**config.mk**
```make
export PLATFORM = sky130hd
export DESIGN_NAME = prio_beat_arbiter
export DESIGN_NICKNAME = d
export VERILOG_FILES = /design/src/rtl/arb_pkg.sv /design/src/rtl/arb_level_sel.sv /design/src/rtl/arb_rr_pick.sv /design/src/rtl/prio_beat_arbiter.sv
export SDC_FILE = /design/constraint.sdc
export NUM_CORES = 1
export LEC_CHECK = 0
export BUFFER_PORTS_ARGS = -buffer_cell sky130_fd_sc_hd__buf_4
export CORE_MARGIN = 5
export CORE_UTILIZATION = 62
export CTS_BUF_LIST = sky130_fd_sc_hd__clkbuf_4 sky130_fd_sc_hd__clkbuf_8
export DETAILED_ROUTE_END_ITERATION = 8
export PLACE_DENSITY = 0.84
export SLEW_MARGIN = 20
export SYNTH_ARGS = -nofsm -noshare
export SYNTH_HDL_FRONTEND = slang
export SYNTH_SLANG_ARGS = --single-unit
export TNS_END_PERCENT = 30
```
**constraint.sdc**
```tcl
create_clock -name clk -period 10 [get_ports clk]
set_input_delay 1 -clock clk [delete_from_list [all_inputs] [get_ports clk]]
set_output_delay 1 -clock clk [all_outputs]
set_load 0.03 [all_outputs]
```
**src/rtl/arb_pkg.sv**
```systemverilog
package arb_pkg;
  localparam int LVL_W = 2;
  localparam int N_LVL = 1 << LVL_W;
  typedef logic [LVL_W-1:0] lvl_t;
endpackage

```
**src/rtl/arb_level_sel.sv**
```systemverilog
module arb_level_sel
  import arb_pkg::*;
#(
  parameter int NCH = 12
) (
  input  logic [NCH-1:0]       active,
  input  logic [LVL_W*NCH-1:0] prio,
  output lvl_t                 top_lvl,
  output logic [NCH-1:0]       lvl_mask
);
  logic [N_LVL-1:0] has_lvl;

  // one OR tree per level
  for (genvar l = 0; l < N_LVL; l++) begin : g_lvl
    logic [NCH-1:0] at_lvl;
    for (genvar c = 0; c < NCH; c++) begin : g_ch
      assign at_lvl[c] = active[c] && (prio[LVL_W*c +: LVL_W] == lvl_t'(l));
    end
    assign has_lvl[l] = |at_lvl;
  end

  always_comb begin
    top_lvl = '0;
    for (int l = 0; l < N_LVL; l++) begin
      if (has_lvl[l]) top_lvl = lvl_t'(l);
    end
  end

  for (genvar c = 0; c < NCH; c++) begin : g_mask
    assign lvl_mask[c] = active[c] && (prio[LVL_W*c +: LVL_W] == top_lvl);
  end
endmodule

```
**src/rtl/arb_rr_pick.sv**
```systemverilog
module arb_rr_pick #(
  parameter int NCH = 12,
  localparam int IW = (NCH > 1) ? $clog2(NCH) : 1
) (
  input  logic [NCH-1:0] cand,
  input  logic [IW-1:0]  last,
  output logic [IW-1:0]  pick,
  output logic           hit
);
  always_comb begin
    pick = '0;
    hit  = 1'b0;
    for (int k = 1; k <= NCH; k++) begin
      int j;
      j = (int'(last) + k) % NCH;
      if (!hit && cand[j]) begin
        hit  = 1'b1;
        pick = j[IW-1:0];
      end
    end
  end
endmodule

```
**src/rtl/prio_beat_arbiter.sv**
```systemverilog
module prio_beat_arbiter
  import arb_pkg::*;
#(
  parameter int NCH = 12
) (
  input  logic                 clk,
  input  logic                 rst,
  input  logic [NCH-1:0]       req,
  input  logic [NCH-1:0]       chan_en,
  input  logic [LVL_W*NCH-1:0] prio,
  input  logic                 beat_done,
  output logic [NCH-1:0]       grant,
  output logic                 grant_vld
);
  localparam int IW = (NCH > 1) ? $clog2(NCH) : 1;

  logic [NCH-1:0] active, lvl_mask, grant_q, next_oh;
  lvl_t           top_lvl;
  logic [IW-1:0]  last_q [N_LVL];
  logic [IW-1:0]  pick;
  logic           hit, vld_q;

  assign active = req & chan_en;

  arb_level_sel #(.NCH(NCH)) u_lvl (
    .active  (active),
    .prio    (prio),
    .top_lvl (top_lvl),
    .lvl_mask(lvl_mask)
  );

  arb_rr_pick #(.NCH(NCH)) u_rr (
    .cand(lvl_mask),
    .last(last_q[top_lvl]),
    .pick(pick),
    .hit (hit)
  );

  always_comb begin
    next_oh       = '0;
    next_oh[pick] = 1'b1;
  end

  always_ff @(posedge clk) begin
    if (rst) begin
      grant_q <= '0;
      vld_q   <= 1'b0;
      for (int l = 0; l < N_LVL; l++) last_q[l] <= IW'(NCH - 1);
    end else if (vld_q) begin
      if (beat_done) begin
        grant_q <= '0;
        vld_q   <= 1'b0;
      end
    end else if (hit) begin
      grant_q         <= next_oh;
      vld_q           <= 1'b1;
      last_q[top_lvl] <= pick;
    end
  end

  assign grant     = grant_q;
  assign grant_vld = vld_q;

  a_r3_onehot: assert property (@(posedge clk) disable iff (rst)
    $onehot0(grant_q) && (vld_q == (grant_q != '0)));

  a_r3_from_eligible: assert property (@(posedge clk) disable iff (rst)
    !vld_q |=> ((grant_q & ~$past(active)) == '0));

  a_r2_idle_stays_low: assert property (@(posedge clk) disable iff (rst)
    (!vld_q && (active == '0)) |=> !vld_q);

  a_r7_hold: assert property (@(posedge clk) disable iff (rst)
    (vld_q && !beat_done) |=> (vld_q && $stable(grant_q)));

  a_r8_release: assert property (@(posedge clk) disable iff (rst)
    (vld_q && beat_done) |=> !vld_q);
endmodule

```
==> results of run 1 <==
## registers in the layout (all words and copies together), names as in the netlist
signal,flops
last_q,16
grant_vld,1
grant,12
## worst max-delay path: cells and delay by family
family | cells | cell delay, ns
and+or+nand+nor | 12 | 3.44
AOI/OAI and AO/OA | 8 | 2.30
adders and majority gates | 3 | 0.88
buffers and inverters | 3 | 0.40
## routing by layer
| metal | track usage [%] | share of wire, % | up-vias |
|---|---|---|---|
| li1 | - | - | 2892 |
| met4 | 12.8 | 3.4 | 0 |
| met3 | 4.69 | 9.0 | 59 |
| met5 | 0 | 0 | - |
| met2 | 54.6 | 47 | 385 |
| met1 | 41.9 | 41 | 2936 |
## cells in the mapped netlist (all sizes together), types with 16 or more instances
cell | instances | area share (%)
nand2 | 71 | 4.8
nand4 | 21 | 2.6
o211ai | 19 | 2.6
a21oi | 24 | 2.2
nor2 | 38 | 2.6
clkbuf | 16 | 1.1
ha | 32 | 7.2
buf | 20 | 2.6
inv | 29 | 2.0
o21ai | 42 | 3.8
a211oi | 25 | 3.6
edfxtp | 16 | 8.6
and2 | 20 | 2.3
nand3 | 30 | 2.7
nand4b | 18 | 2.8
nor3 | 21 | 1.9
## area by class of cell
type	count	area (sq um)	area share [%]
tap	108	135	2.20
multi-input combinational	610	4530	73.7
clock inverter	2	37.5	0.611
inverter	30	115	1.87
clock buffer	6	82.6	1.35
timing repair buffer	67	503	8.19
sequential	29	741	12.1
## logic make-up (layout without fill, tap and decap cells)
| family | Yosys count | in the layout | share of synthesized area (%) |
|---|---|---|---|
| AOI/OAI and AO/OA | 255 | 255 | 36.5 |
| xor gates and xnor gates | 9 | 9 | 2.02 |
| adders and majority gates | 32 | 32 | 7.17 |
| buffers and inverters | 66 | 105 | 5.73 |
| DFF | 29 | 29 | 13.3 |
| muxes | 25 | 25 | 6.56 |
| and+or+nand+nor | 289 | 289 | 28.7 |
## path summary, 6_finish.rpt
kind                                endpoint    startpoint  slack, ns  cells after the start
worst max-delay path            last_q[0][2]   chan_en[10]       1.99                     26
worst min-delay path                grant[1]      grant[1]       0.47                      2
worst max register to register  last_q[0][2]  last_q[1][2]       3.31                     24
worst min register to register      grant[1]      grant[1]       0.47                      2
## where the power goes
part | internal, mW | switching, mW | total (mW)
registers | 0.167 | 0.0160 | 0.183
logic | 0.730 | 1.38 | 2.11
clock network | 0.0809 | 0.0489 | 0.130
==> impl_metrics.py, run 1 <==
metrics = {
    "critical_path": {
        "type_of_element_capturing_the_critical_path": "register",
        "crit_slowest_cell": "sky130_fd_sc_hd__a2111oi_4",
        "crit_arrival_ns": 8.05,
        "path_class": "in -> reg",
        "slowest_delay_ns": 0.52,
        "path_max_fanout": 12,
        "worst_setup_path_start_kind": "primary input",
        "cp.required_ns": 10.05,
        "cpMostUsedCell": "sky130_fd_sc_hd__ha_1",
    },
    "pwr": {
        "totalPowerFinal_mw": 2.42,
        "peakVddDrop_v": 0.000404,
        "p_leak_nw": 2.35,
        "power_density_mw_per_mm2": 395,
    },
    "detailed_routing": {
        "drt-initial-drc-count": 584,
        "avgRoutedWirePerCell_um": 22.1,
        "drtAntennaViolNets": 0,
        "totalWireLength_mm": 18.8,
        "drtPass1Iterations": 6,
        "drt_drc_violations_left": 0,
        "viasPerCell": 7.36,
        "vias": 6272,
    },
    "clock_network": {
        "number_of_buffers_created_by_cts": 5,
        "tritoncts": "built",
        "post_cts_buffers": 0,
        "cts_num_sinks": 29,
        "clk_pin_slew_ns": 0.07,
        "cts_resized": 0,
        "cts-htree-levels": 2,
        "clock_latency_ns": 0.29,
        "postCtsHoldBufs": 0,
        "ctsRootBufferMaster": "sky130_fd_sc_hd__clkbuf_8",
        "clk_path_buf_depth": 2,
    },
    "finish": {
        "layout_common_cells": "sky130_fd_sc_hd__nand2_1, sky130_fd_sc_hd__buf_4, sky130_fd_sc_hd__nor2_1, sky130_fd_sc_hd__o21ai_0, sky130_fd_sc_hd__ha_1",
        "antenna-diode-count": 0,
        "synthesis_to_layout_area_growth_pct": 9.92,
        "finalCoreUtilization_pct": 70.1,
        "final_area_sq_mm": 0.00614,
        "final.fill_count": 724,
        "layout.cells.most_common": "sky130_fd_sc_hd__nand2_1",
        "layout.nets": 826,
        "share_of_layout_cells_above_drive_strength_1_pct": 17.3,
        "layoutNonFillerInstCount": 852,
    },
    "floorplan": {
        "io_pins": 64,
        "floorplan.core_area_sq_mm": 0.00876,
        "die_area_sq_mm": 0.0110,
        "chipWidth_um": 105,
        "placementRows": 34,
        "dieHeight_um": 105,
        "floorplan.initialDensity_pct": 63.7,
    },
    "run_status": {
        "result_of_the_run": "complete, no violations",
    },
    "sta": {
        "fmax_mhz": 125,
        "final-max-slew-violation-count": 0,
        "grt_setup_unrepaired": "false",
        "relSlewSlack_pct": 35.5,
        "layout_min_cycle_time_ns": 8.01,
        "timing.final.crit_share_pct": 80.1,
        "fin_tns_setup_ns": 0,
        "tightestPinTransition_ns": 0.965,
        "worst_clock_skew_ns": 0.00661,
        "final-hold-violation-count": 0,
        "holdWs_ns": 0.468,
        "setup_ws_post_layout_ns": 1.99,
        "setup_viol": 0,
    },
    "placed_design": {
        "pre_cts_slack_ns": 1.87,
        "dp.cells": 844,
        "io_buffer_count": 63,
        "postPlaceCellArea_sq_mm": 0.00602,
        "place_hpwl_mm": 14.6,
        "gp_routability_congestion": 0.976,
    },
    "synth": {
        "postSynth.topFlopCell": "sky130_fd_sc_hd__edfxtp_1",
        "synth.distinct_cells": 93,
        "syn-instance-count": 705,
        "number_of_synthesized_flops_with_an_enable_pin": 16,
        "yosys_register_bits": 29,
        "synthesis.area_sq_mm": 0.00559,
        "synth_fp_nets": 788,
        "synth_async_sr_flop_share_pct": 0,
        "synthesized_area_divided_by_synthesized_cell_count_sq_um": 7.92,
        "seq_area_frac_synth_pct": 13.3,
        "ys_warn_count": 0,
    },
    "global_routing": {
        "initial_antenna_violation_count": 0,
        "grt_pass1_wl_mm": 29.9,
        "track_usage_pct": 32.5,
        "grt_start_max_net_pins": 33,
        "globalRouteOverflowTotal": 0,
        "vias_in_the_first_global_route": 5968,
    },
    "run": {
        "maxcap_violations": 0,
    },
    "min_path": {
        "min-delay-path-class": "reg -> reg",
    },
}
Note: power is estimated with default switching activity, not from simulation.
==> inputs of run 2 (changes only) <==
- ABC_AREA: not set -> 1
- PLACE_DENSITY: 0.84 -> 0.85
- clock period: 10 -> 7.6 ns (I/O delays scaled with it)
==> run 2 against run 1 <==
- first-iteration DRC count decreased by 27%
- register-to-register slack got worse by 1.1 ns
- final cell count grew 19%
- hold slack improved by 0.0061 ns
- flip-flop and latch count unchanged
- clock skew increased by 0.0031 ns
- largest cell class unchanged
- highest routed layer unchanged
==> impl_metrics.py, run 2 <==
metrics = {
    "clock_network": {
        "cts_resized": 0,
        "ctsRootBufferMaster": "sky130_fd_sc_hd__clkbuf_8",
        "number_of_buffers_created_by_cts": 5,
        "cts_num_sinks": 29,
        "clk_path_buf_depth": 2,
        "cts-htree-levels": 2,
        "postCtsHoldBufs": 0,
        "clk_pin_slew_ns": 0.06,
        "clock_latency_ns": 0.29,
        "tritoncts": "built",
        "post_cts_buffers": 0,
    },
    "global_routing": {
        "globalRouteOverflowTotal": 0,
        "track_usage_pct": 29.2,
        "globalRouteMet3Util_pct": 3.53,
        "initial_antenna_violation_count": 0,
        "busiest_layer": "met2",
        "met2_global_route_usage_pct": 48.9,
        "grt_util_met1_pct": 40.2,
        "vias_in_the_first_global_route": 5318,
        "grt_start_max_net_pins": 27,
        "grt_pass1_wl_mm": 24.4,
    },
    "floorplan": {
        "floorplan.initialDensity_pct": 62.7,
        "io_pins": 64,
        "chipWidth_um": 100,
        "dieHeight_um": 100,
        "die_area_sq_mm": 0.0101,
        "floorplan.core_area_sq_mm": 0.00809,
        "placementRows": 33,
    },
    "synth": {
        "synth_async_sr_flop_share_pct": 0,
        "postSynth.topFlopCell": "sky130_fd_sc_hd__edfxtp_1",
        "syn-instance-count": 854,
        "synth_top_area_share_pct": 17.8,
        "synth.area.top_cells": "sky130_fd_sc_hd__nand2_1, sky130_fd_sc_hd__nand3_1, sky130_fd_sc_hd__edfxtp_1, sky130_fd_sc_hd__inv_1, sky130_fd_sc_hd__ha_1",
        "yosys_register_bits": 29,
        "synth_fp_nets": 937,
        "top_cell_type_by_total_area_after_synthesis": "sky130_fd_sc_hd__nand2_1",
        "post-synth-top-count-cell": "sky130_fd_sc_hd__nand2_1",
        "number_of_synthesized_flops_with_an_enable_pin": 16,
        "synthesis.area_sq_mm": 0.00508,
        "netlist_top_cells_count": "sky130_fd_sc_hd__nand2_1, sky130_fd_sc_hd__inv_1, sky130_fd_sc_hd__nand3_1",
        "synthesized_area_divided_by_synthesized_cell_count_sq_um": 5.94,
        "synth.distinct_cells": 49,
        "ys_warn_count": 0,
        "seq_area_frac_synth_pct": 14.6,
    },
    "critical_path": {
        "crit_slowest_cell": "sky130_fd_sc_hd__inv_2",
        "cp.required_ns": 7.61,
        "type_of_element_capturing_the_critical_path": "register",
        "cpMostUsedCell": "sky130_fd_sc_hd__nand2_1",
        "crit_arrival_ns": 6.62,
        "worst_setup_path_start_kind": "primary input",
        "path_max_fanout": 16,
        "path_class": "in -> reg",
        "slowest_delay_ns": 0.32,
    },
    "sta": {
        "layout_min_cycle_time_ns": 6.61,
        "relSlewSlack_pct": 51.5,
        "fin_tns_setup_ns": 0,
        "final-hold-violation-count": 0,
        "fmax_mhz": 151,
        "grt_setup_unrepaired": "false",
        "worst_clock_skew_ns": 0.00969,
        "final-max-slew-violation-count": 0,
        "timing.final.crit_share_pct": 87.0,
        "tightestPinTransition_ns": 0.727,
        "setup_viol": 0,
    },
    "finish": {
        "layout.cells.most_common": "sky130_fd_sc_hd__nand2_1",
        "registers.top_by_ff_count": "last_q",
        "synthesis_to_layout_area_growth_pct": 11.9,
        "layout.nets": 995,
        "antenna-diode-count": 0,
        "layout_common_cells": "sky130_fd_sc_hd__nand2_1, sky130_fd_sc_hd__inv_1, sky130_fd_sc_hd__nand3_1",
        "share_of_layout_cells_above_drive_strength_1_pct": 20.5,
        "largest_reg_flops": 16,
    },
    "placed_design": {
        "io_buffer_count": 63,
        "place_hpwl_mm": 12.1,
        "gp_routability_congestion": 1.08,
    },
    "detailed_routing": {
        "drt-initial-drc-count": 427,
        "drtAntennaViolNets": 0,
        "avgRoutedWirePerCell_um": 14.4,
        "drtPass1Iterations": 5,
        "vias": 5736,
        "totalWireLength_mm": 14.7,
        "drt_drc_violations_left": 0,
        "viasPerCell": 5.63,
    },
    "run_status": {
        "result_of_the_run": "complete, no violations",
    },
    "min_path": {
        "min-delay-path-class": "reg -> reg",
    },
    "run": {
        "maxcap_violations": 0,
    },
}
run 2: cell families (layout without fill, tap and decap cells):
logic type | Yosys count | after routing | share of synthesized area, %
AO/OA/AOI/OAI | 78 | 78 | 9.76
adder cells (fa/ha/maj) | 32 | 32 | 7.89
flip-flops | 29 | 29 | 14.6
AND/OR/NAND/NOR | 557 | 557 | 54.0
XOR/XNOR | 8 | 8 | 1.68
buffers and inverters | 149 | 208 | 11.9
multiplexers | 1 | 1 | 0.197
run 2: layout make-up:
cell class              instances  area [sq um]
multi-input cells             676          3730
well taps                     105           131
clock buffers                   5          68.8
flip-flops and latches         29           741
clock inverters                 3          17.5
fillers                       738          2410
repair buffers                 63           473
inverters                     137           517
run 2: path summary, 6_finish.rpt:
| kind | start | end | slack, ns | cells after the start |
|---|---|---|---|---|
| hold reg to reg | grant[4] | grant[4] | 0.47 | 2 |
| setup reg to reg | last_q[3][1] | last_q[1][2] | 2.25 | 34 |
| hold / removal | grant[4] | grant[4] | 0.47 | 2 |
| setup / recovery | req[8] | last_q[1][2] | 0.99 | 42 |
run 2: metrics by stage:
step                area, sq um  hold slack (ns)  utilization, %  worst slack, ns  std cells
detailed placement         5590            0.465            69.1            0.790       1010
floorplan                  5080            0.584               -             2.26        854
global placement           5590            0.460            69.1            0.963       1010
global route               5680            0.504            70.2            0.337       1018
CTS                        5680            0.475            70.2             1.07       1018
finish                     5680            0.474            70.2            0.989       1018
run 2: routing by layer:
metal	part of all wire [%]	wire length, um	vias to the layer above
met2	46	6770	235
met4	1.5	218	0
met3	8.3	1220	21
met5	0	0	-
li1	-	-	2867
met1	44	6470	2613
run 2: worst max-delay path, delay by kind of cell:
family / cells / cell delay, ns
buffers and inverters: 7 / 1.05
adder cells (fa/ha/maj): 3 / 0.70
AO/OA/AOI/OAI: 2 / 0.52
AND/OR/NAND/NOR: 30 / 3.56
Power of run 2 is not shown: default switching activity piles up to over one toggle a cycle in this logic, so the estimate is an artifact.
